File: config.mk
export PLATFORM = sky130hd
export DESIGN_NAME = bmdma_engine
export DESIGN_NICKNAME = d
export VERILOG_FILES = /design/src/rtl/bmdma_pkg.sv /design/src/rtl/bmdma_datapath.sv /design/src/rtl/bmdma_control.sv /design/src/rtl/bmdma_engine.sv
export SDC_FILE = /design/constraint.sdc
export NUM_CORES = 1
export LEC_CHECK = 0
export ABC_AREA = 1
export BUFFER_PORTS_ARGS = -buffer_cell sky130_fd_sc_hd__buf_2
export CAP_MARGIN = 15
export CELL_PAD_IN_SITES_DETAIL_PLACEMENT = 1
export CELL_PAD_IN_SITES_GLOBAL_PLACEMENT = 2
export CORE_MARGIN = 4
export CORE_UTILIZATION = 33
export DETAILED_ROUTE_END_ITERATION = 10
export GPL_TIMING_DRIVEN = 0
export PLACE_DENSITY = 0.94
export SETUP_SLACK_MARGIN = 0.4
export SLEW_MARGIN = 20
export SYNTH_ARGS = -nofsm -noshare
export SYNTH_HDL_FRONTEND = slang
export SYNTH_SLANG_ARGS = --single-unit
File: constraint.sdc
create_clock -name clk -period 4.4 [get_ports clk]
set_input_delay 0.22 -clock clk [delete_from_list [all_inputs] [get_ports clk]]
set_output_delay 0.22 -clock clk [all_outputs]
set_load 0.1 [all_outputs]
File: src/rtl/bmdma_pkg.sv
package bmdma_pkg;
  localparam int WORD_W      = 16;
  localparam int ADDR_W      = 32;
  localparam int CNT_W       = 16;
  localparam int REG_OFF_W   = 3;
  localparam int DESC_HALVES = 4;
  localparam int IDX_W       = $clog2(DESC_HALVES);
  localparam int WORD_BYTES  = WORD_W / 8;
  localparam int DESC_BYTES  = DESC_HALVES * WORD_BYTES;

  localparam logic [REG_OFF_W-1:0] OFF_CMD = 3'd0;
  localparam logic [REG_OFF_W-1:0] OFF_STS = 3'd2;
  localparam logic [REG_OFF_W-1:0] OFF_PTR = 3'd4;

  localparam int CMD_GO_BIT    = 0;
  localparam int CMD_TOMEM_BIT = 3;
  localparam int STS_INTR_BIT  = 2;
  localparam int LAST_FLAG_BIT = WORD_W - 1;

  typedef enum logic [2:0] {
    ST_IDLE, ST_FETCH, ST_DECIDE, ST_MOVE, ST_PUSH, ST_HOLD
  } engState_t;

  typedef struct packed {
    logic             selTable;
    logic [IDX_W-1:0] idx;
    logic             descWord;
    logic             captureRd;
    logic             wordDone;
    logic             endLong;
    logic             endExact;
    logic             endShort;
  } dpStrobe_t;
endpackage

File: src/rtl/bmdma_datapath.sv
module bmdma_datapath
  import bmdma_pkg::*;
(
  input  logic                 clk,
  input  logic                 rstN,
  input  logic                 regWr,
  input  logic [REG_OFF_W-1:0] regAddr,
  input  logic [ADDR_W-1:0]    regWrData,
  input  dpStrobe_t            stb,
  input  logic [WORD_W-1:0]    memRdata,
  output logic                 startReq,
  output logic                 active,
  output logic                 dirToMem,
  output logic                 wordsZero,
  output logic                 lastEntry,
  output logic [ADDR_W-1:0]    memAddr,
  output logic [WORD_W-1:0]    outWord,
  output logic [2:0]           status
);
  logic              cmdGo, activeQ, intrQ, dirQ, lastQ;
  logic [ADDR_W-1:0] ptrQ, tableQ, bufQ;
  logic [CNT_W-1:0]  wordsQ;
  logic [WORD_W-1:0] outQ;
  logic              cmdWr, stsWr, ptrWr, stopReq;

  assign cmdWr    = regWr && (regAddr == OFF_CMD);
  assign stsWr    = regWr && (regAddr == OFF_STS);
  assign ptrWr    = regWr && (regAddr == OFF_PTR);
  assign startReq = cmdWr && regWrData[CMD_GO_BIT] && !cmdGo && !activeQ;
  assign stopReq  = cmdWr && !regWrData[CMD_GO_BIT];

  always_ff @(posedge clk) begin
    if (!rstN) begin
      cmdGo <= 1'b0; activeQ <= 1'b0; intrQ <= 1'b0; dirQ <= 1'b0; lastQ <= 1'b0;
      ptrQ <= '0; tableQ <= '0; bufQ <= '0; wordsQ <= '0; outQ <= '0;
    end else begin
      if (cmdWr) cmdGo <= regWrData[CMD_GO_BIT];
      if (ptrWr) ptrQ <= regWrData;
      if (startReq) begin
        activeQ <= 1'b1;
        dirQ    <= regWrData[CMD_TOMEM_BIT];
        tableQ  <= ptrQ;
      end else if (stopReq || stb.endExact || stb.endShort) begin
        activeQ <= 1'b0;
      end
      // a completion event outranks a simultaneous clear
      if (stb.endLong || stb.endExact) intrQ <= 1'b1;
      else if (stsWr && regWrData[STS_INTR_BIT]) intrQ <= 1'b0;
      if (stb.descWord) begin
        case (stb.idx)
          2'd0: bufQ[WORD_W-1:0] <= memRdata;
          2'd1: bufQ[ADDR_W-1:WORD_W] <= memRdata[ADDR_W-WORD_W-1:0];
          2'd2: wordsQ <= (memRdata == '0) ? {1'b1, {(CNT_W-1){1'b0}}}
                                           : {1'b0, memRdata[CNT_W-1:1]};
          default: begin
            lastQ  <= memRdata[LAST_FLAG_BIT];
            tableQ <= tableQ + ADDR_W'(DESC_BYTES);
          end
        endcase
      end
      if (stb.captureRd) outQ <= memRdata;
      if (stb.wordDone) begin
        bufQ   <= bufQ + ADDR_W'(WORD_BYTES);
        wordsQ <= wordsQ - 1'b1;
      end
    end
  end

  assign active    = activeQ;
  assign dirToMem  = dirQ;
  assign wordsZero = (wordsQ == '0);
  assign lastEntry = lastQ;
  assign memAddr   = stb.selTable ? tableQ + ADDR_W'({stb.idx, 1'b0}) : bufQ;
  assign outWord   = outQ;
  assign status    = {intrQ, 1'b0, activeQ};
endmodule

File: src/rtl/bmdma_control.sv
module bmdma_control
  import bmdma_pkg::*;
(
  input  logic      clk,
  input  logic      rstN,
  input  logic      startReq,
  input  logic      active,
  input  logic      dirToMem,
  input  logic      wordsZero,
  input  logic      lastEntry,
  input  logic      busMasterEn,
  input  logic      drvDone,
  input  logic      drvInValid,
  input  logic      drvOutReady,
  input  logic      memAck,
  output dpStrobe_t stb,
  output logic      memReq,
  output logic      memWe,
  output logic      drvInReady,
  output logic      drvOutValid
);
  engState_t        st, stN;
  logic [IDX_W-1:0] idxQ;
  logic             memOk;

  assign memOk = active && busMasterEn;

  always_comb begin
    stN = st; stb = '0; stb.idx = idxQ;
    memReq = 1'b0; memWe = 1'b0; drvInReady = 1'b0; drvOutValid = 1'b0;
    case (st)
      ST_IDLE: if (startReq) stN = ST_FETCH;
      ST_FETCH: begin
        stb.selTable = 1'b1;
        memReq = memOk;
        if (memReq && memAck) begin
          stb.descWord = 1'b1;
          if (idxQ == IDX_W'(DESC_HALVES - 1)) stN = ST_DECIDE;
        end
      end
      ST_DECIDE: begin
        if (wordsZero) begin
          if (!lastEntry) stN = ST_FETCH;
          else if (drvDone) begin stb.endExact = 1'b1; stN = ST_IDLE; end
          else begin stb.endShort = 1'b1; stN = ST_IDLE; end
        end else if (drvDone) begin
          stb.endLong = 1'b1; stN = ST_HOLD;
        end else stN = ST_MOVE;
      end
      ST_MOVE: begin
        if (dirToMem) begin
          memReq = memOk && drvInValid;
          memWe = memReq;
          drvInReady = memReq && memAck;
          if (drvInReady) begin stb.wordDone = 1'b1; stN = ST_DECIDE; end
        end else begin
          memReq = memOk;
          if (memReq && memAck) begin stb.captureRd = 1'b1; stN = ST_PUSH; end
        end
      end
      ST_PUSH: begin
        drvOutValid = 1'b1;
        if (drvOutReady) begin stb.wordDone = 1'b1; stN = ST_DECIDE; end
      end
      ST_HOLD: stN = ST_HOLD;
      default: stN = ST_IDLE;
    endcase
    if (!active) begin
      stb = '0; stb.idx = idxQ;
      memReq = 1'b0; memWe = 1'b0; drvInReady = 1'b0; drvOutValid = 1'b0;
      stN = startReq ? ST_FETCH : ST_IDLE;
    end
  end

  always_ff @(posedge clk) begin
    if (!rstN) begin
      st <= ST_IDLE; idxQ <= '0;
    end else begin
      st <= stN;
      if (!active || st == ST_DECIDE) idxQ <= '0;
      else if (stb.descWord) idxQ <= idxQ + 1'b1;
    end
  end
endmodule

File: src/rtl/bmdma_engine.sv
module bmdma_engine
  import bmdma_pkg::*;
(
  input  logic                 clk,
  input  logic                 rstN,
  input  logic                 busMasterEn,
  input  logic                 regWr,
  input  logic [REG_OFF_W-1:0] regAddr,
  input  logic [ADDR_W-1:0]    regWrData,
  output logic [2:0]           statusOut,
  output logic                 irq,
  output logic                 memReq,
  output logic                 memWe,
  output logic [ADDR_W-1:0]    memAddr,
  output logic [WORD_W-1:0]    memWdata,
  input  logic [WORD_W-1:0]    memRdata,
  input  logic                 memAck,
  input  logic [WORD_W-1:0]    drvInData,
  input  logic                 drvInValid,
  output logic                 drvInReady,
  output logic [WORD_W-1:0]    drvOutData,
  output logic                 drvOutValid,
  input  logic                 drvOutReady,
  input  logic                 drvDone
);
  dpStrobe_t stb;
  logic      startReq, active, dirToMem, wordsZero, lastEntry;
  logic [2:0] status;

  bmdma_datapath dp_i (
    .clk(clk), .rstN(rstN), .regWr(regWr), .regAddr(regAddr), .regWrData(regWrData),
    .stb(stb), .memRdata(memRdata), .startReq(startReq), .active(active),
    .dirToMem(dirToMem), .wordsZero(wordsZero), .lastEntry(lastEntry),
    .memAddr(memAddr), .outWord(drvOutData), .status(status)
  );

  bmdma_control ctl_i (
    .clk(clk), .rstN(rstN), .startReq(startReq), .active(active), .dirToMem(dirToMem),
    .wordsZero(wordsZero), .lastEntry(lastEntry), .busMasterEn(busMasterEn),
    .drvDone(drvDone), .drvInValid(drvInValid), .drvOutReady(drvOutReady),
    .memAck(memAck), .stb(stb), .memReq(memReq), .memWe(memWe),
    .drvInReady(drvInReady), .drvOutValid(drvOutValid)
  );

  assign memWdata  = drvInData;
  assign statusOut = status;
  assign irq       = status[STS_INTR_BIT];
endmodule

==> run_results.csv <==
group,metric,value,unit
clock_tree,clock_latency,430,ps
drt,wl,39700,um
clock_tree,cts_num_sinks,138,
global_routing,antenna_violations_before_repair,0,
layout,final.fill_count,3808,
power,powerDensity,277,mW/mm2
timing,final_clock_skew,12.4,ps
setup_path,crit_required,4180,ps
timing,hold_viol,0,
logic_synthesis,synth_area,0.00930,mm2
logic_synthesis,synth_flop_cell,"dfxtp_1",
global_routing,grt_first_pass_wirelength,61600,um
timing,max_freq,263,MHz
logic_synthesis,synth_edf_count,0,
logic_synthesis,synth-adder-area-share,0.0143,
setup_path,worstSetupPathType,"reg -> out",
setup_path,worst_path_arrival,3580,ps
power,max-vdd-ir-drop,0.000266,V
logic_synthesis,synth_area_per_cell,6.18,um2
timing,finalSetupViolCount,0,
placement,hpwl_after_detailed_placement,31100,um
timing,sum_of_negative_setup_slack,0,ps
clock_tree,cts-root-buf,"clkbuf_16",
clock_tree,cts-resized-gates,0,
layout,area.growth.synth_to_final,18.5,%
logic_synthesis,synth-seq-cells,138,
logic_synthesis,ys_seq_area_frac,0.297,
die,io_pins,147,
drt,detail_route.vias_per_cell,5.22,
timing,rsz0062_at_grt,"no",
logic_synthesis,combinational_family_with_the_most_area_after_synthesis,"simple AND/OR/NAND/NOR gates",
clock_tree,clockBufferDepth,2,
clock_tree,post_cts_repair_setup_buffers,0,
global_routing,grt_pass1_vias,10749,
layout,num_antenna_cells,0,
timing,worst_slew_pin_slew,1010,ps
setup_path,critPathCaptureType,"output pin",
logic_synthesis,synth_compound_gate_area_share,0.174,
clock_tree,cts_bufs_inserted,17,
logic_synthesis,mux_share_of_post_synthesis_cell_area,0,
job,cap_viol_max_count,0,
setup_path,crit_fanout,6,
die,initial_utilization,0.335,
power,power_leakage,4.90,nW
die,placementRows,61,
drt,total_number_of_vias,10656,
logic_synthesis,instance_count_of_the_mapped_netlist,1506,
placement,gpl.final_weighted_congestion,0.919,
layout,nNetsFinal,1738,
layout,finalCoreUtilization,0.397,
power,totalPowerFinal,3.06,mW
logic_synthesis,post_synth_xor_area_fraction,0.0311,
drt,postRouteAntennaNets,0,
die,die_height,176,um
logic_synthesis,synth_simple_gate_area_share,0.347,
min_path,hp-class,"in -> reg",
die,die-width,176,um
timing,final_count_of_pins_violating_max_slew,0,
clock_tree,holdBufCountCts,0,
logic_synthesis,yosysUniqueCellTypes,40,
clock_tree,tritoncts,"yes",
drt,drt-initial-drc-count,765,
layout,final_layout_size_suffix_gt1_frac,0.154,
global_routing,grt_use_total,0.255,
global_routing,grt_start_max_net_pins,17,
logic_synthesis,total_nets_after_synthesis,1591,
setup_path,cp-start-kind,"flip-flop",
logic_synthesis,synth-warning-count,0,
timing,post-route-period-util,0.863,
die,coreArea,0.0278,mm2
timing,final_period_minus_worst_setup_slack,3800,ps
drt,wl_cell,19.4,um
status,run_status,"complete, no violations",
logic_synthesis,async_reset_ff_frac,0,
clock_tree,clkSlewWorstSetupHoldPaths,70,ps
drt,post-route-drc-count,0,
global_routing,gr_ovfl_total,0,
drt,first_pass_iters,5,
placement,port-buffer-count,128,
timing,timing.max_slew.rel_slack,0.329,
die,die_area,0.0309,mm2
clock_tree,htree_levels,4,
## cell usage after synthesis, drive strengths merged (2+ instances only)
cell      n  share of area
a211oi    4         0.0032
a21oi   116          0.066
a31oi    12         0.0081
buf      52          0.041
clkbuf   30          0.012
dfxtp   138           0.30
ha        9          0.012
inv     206          0.083
nand2   338           0.14
nand3   160          0.088
nand3b    8         0.0065
nand4    14         0.0094
nor2    192          0.085
nor3     18          0.013
o211ai    6         0.0054
o21a      2         0.0016
o21ai   161          0.087
o21bai    2         0.0016
or2       2         0.0013
xnor2     6         0.0056
xor2     27          0.025
## report_power, final
group	internal, mW	switching, mW	leakage, nW	total, mW
combinational	0.0567	0.168	3.49	0.225
sequential	1.26	0.00786	1.11	1.27
clock	0.903	0.658	0.292	1.56
## registers in the layout, summed over array words and instances, names as in the netlist
signal and count:
dp_i.intrQ 1, ctl_i.st 3, dp_i.bufQ 32, dp_i.lastEntry 1
dp_i.tableQ 32, dp_i.wordsQ 16, dp_i.dirToMem 1, dp_i.cmdGo 1
dp_i.outWord 16, dp_i.active 1, ctl_i.idxQ 2, dp_i.ptrQ 32
## final cells by class
cell class / count / area [um2] / share of cell area
Tap cell: 378 / 473 / 0.0429
Clock buffer: 17 / 425 / 0.0386
Multi-Input combinational cell: 1080 / 5270 / 0.478
Timing Repair Buffer: 128 / 641 / 0.0581
Inverter: 206 / 773 / 0.0701
Clock inverter: 14 / 184 / 0.0167
Buffer: 82 / 495 / 0.0449
Sequential cell: 138 / 2760 / 0.251
## worst paths after layout
| kind | slack, ps | depth (start not counted) | endpoint | start |
|---|---|---|---|---|
| worst min register to register | 450 | 2 | dp_i.ptrQ[7] | dp_i.ptrQ[7] |
| worst max register to register | 2290 | 9 | dp_i.tableQ[22] | dp_i.active |
| worst min-delay path | 60 | 3 | dp_i.ptrQ[27] | regWrData[27] |
| worst max-delay path | 600 | 8 | memAddr[14] | ctl_i.idxQ[1] |
## critical path: stages (launching register included)
cell	delay, ps
dfxtp_1	410
ha_1	270
a21oi_1	750
inv_1	380
nand2_1	220
nor2_1	150
xor2_1	180
o21ai_0	290
buf_2	490
## per-stage QoR
| step | hold WS, ps | instance area, um2 | setup WS [ps] | instances |
|---|---|---|---|---|
| floorplan | 356 | 9300 | 570 | 1506 |
| global placement | 436 | 10400 | 1200 | 2012 |
| detailed placement | 450 | 10400 | 1140 | 2012 |
| CTS | 54.5 | 11000 | 671 | 2043 |
| global route | 66.3 | 11000 | 553 | 2043 |
| finish | 62.8 | 11000 | 604 | 2043 |
## placed cells by master, fill, tap and decap left out, types with 3 or more instances in the layout
cell / count
a211oi_1: 4
a21oi_1: 108
a21oi_2: 7
a31oi_1: 12
buf_2: 145
buf_4: 26
buf_6: 9
bufinv_16: 3
clkbuf_1: 29
clkbuf_16: 17
clkinv_4: 3
dfxtp_1: 138
ha_1: 9
inv_1: 201
inv_2: 5
inv_6: 6
nand2_1: 327
nand2_2: 4
nand2_4: 7
nand3_1: 156
nand3_2: 4
nand3b_1: 8
nand4_1: 14
nor2_1: 182
nor2_2: 4
nor2_4: 4
nor3_1: 14
o211ai_1: 5
o21ai_0: 155
o21ai_1: 6
xnor2_1: 6
xor2_1: 27
## routing by layer
layer	up-vias	track usage	wire, um
met3	45	0.0342	2570
met5	-	0	0
li1	5128	-	-
met4	0	0.0630	789
met2	337	0.402	17600
met1	5146	0.369	18800
## kinds of logic (layout without fill, tap and decap cells)
family,count (synthesis),count (layout)
AO/OA/AOI/OAI,304,304
AND/OR/NAND/NOR,732,732
adder cells (fa/ha/maj),10,10
buffers and inverters,288,447
flip-flops,138,138
XOR/XNOR,33,33
other,1,1
Note: power is estimated with default switching activity, not from simulation.
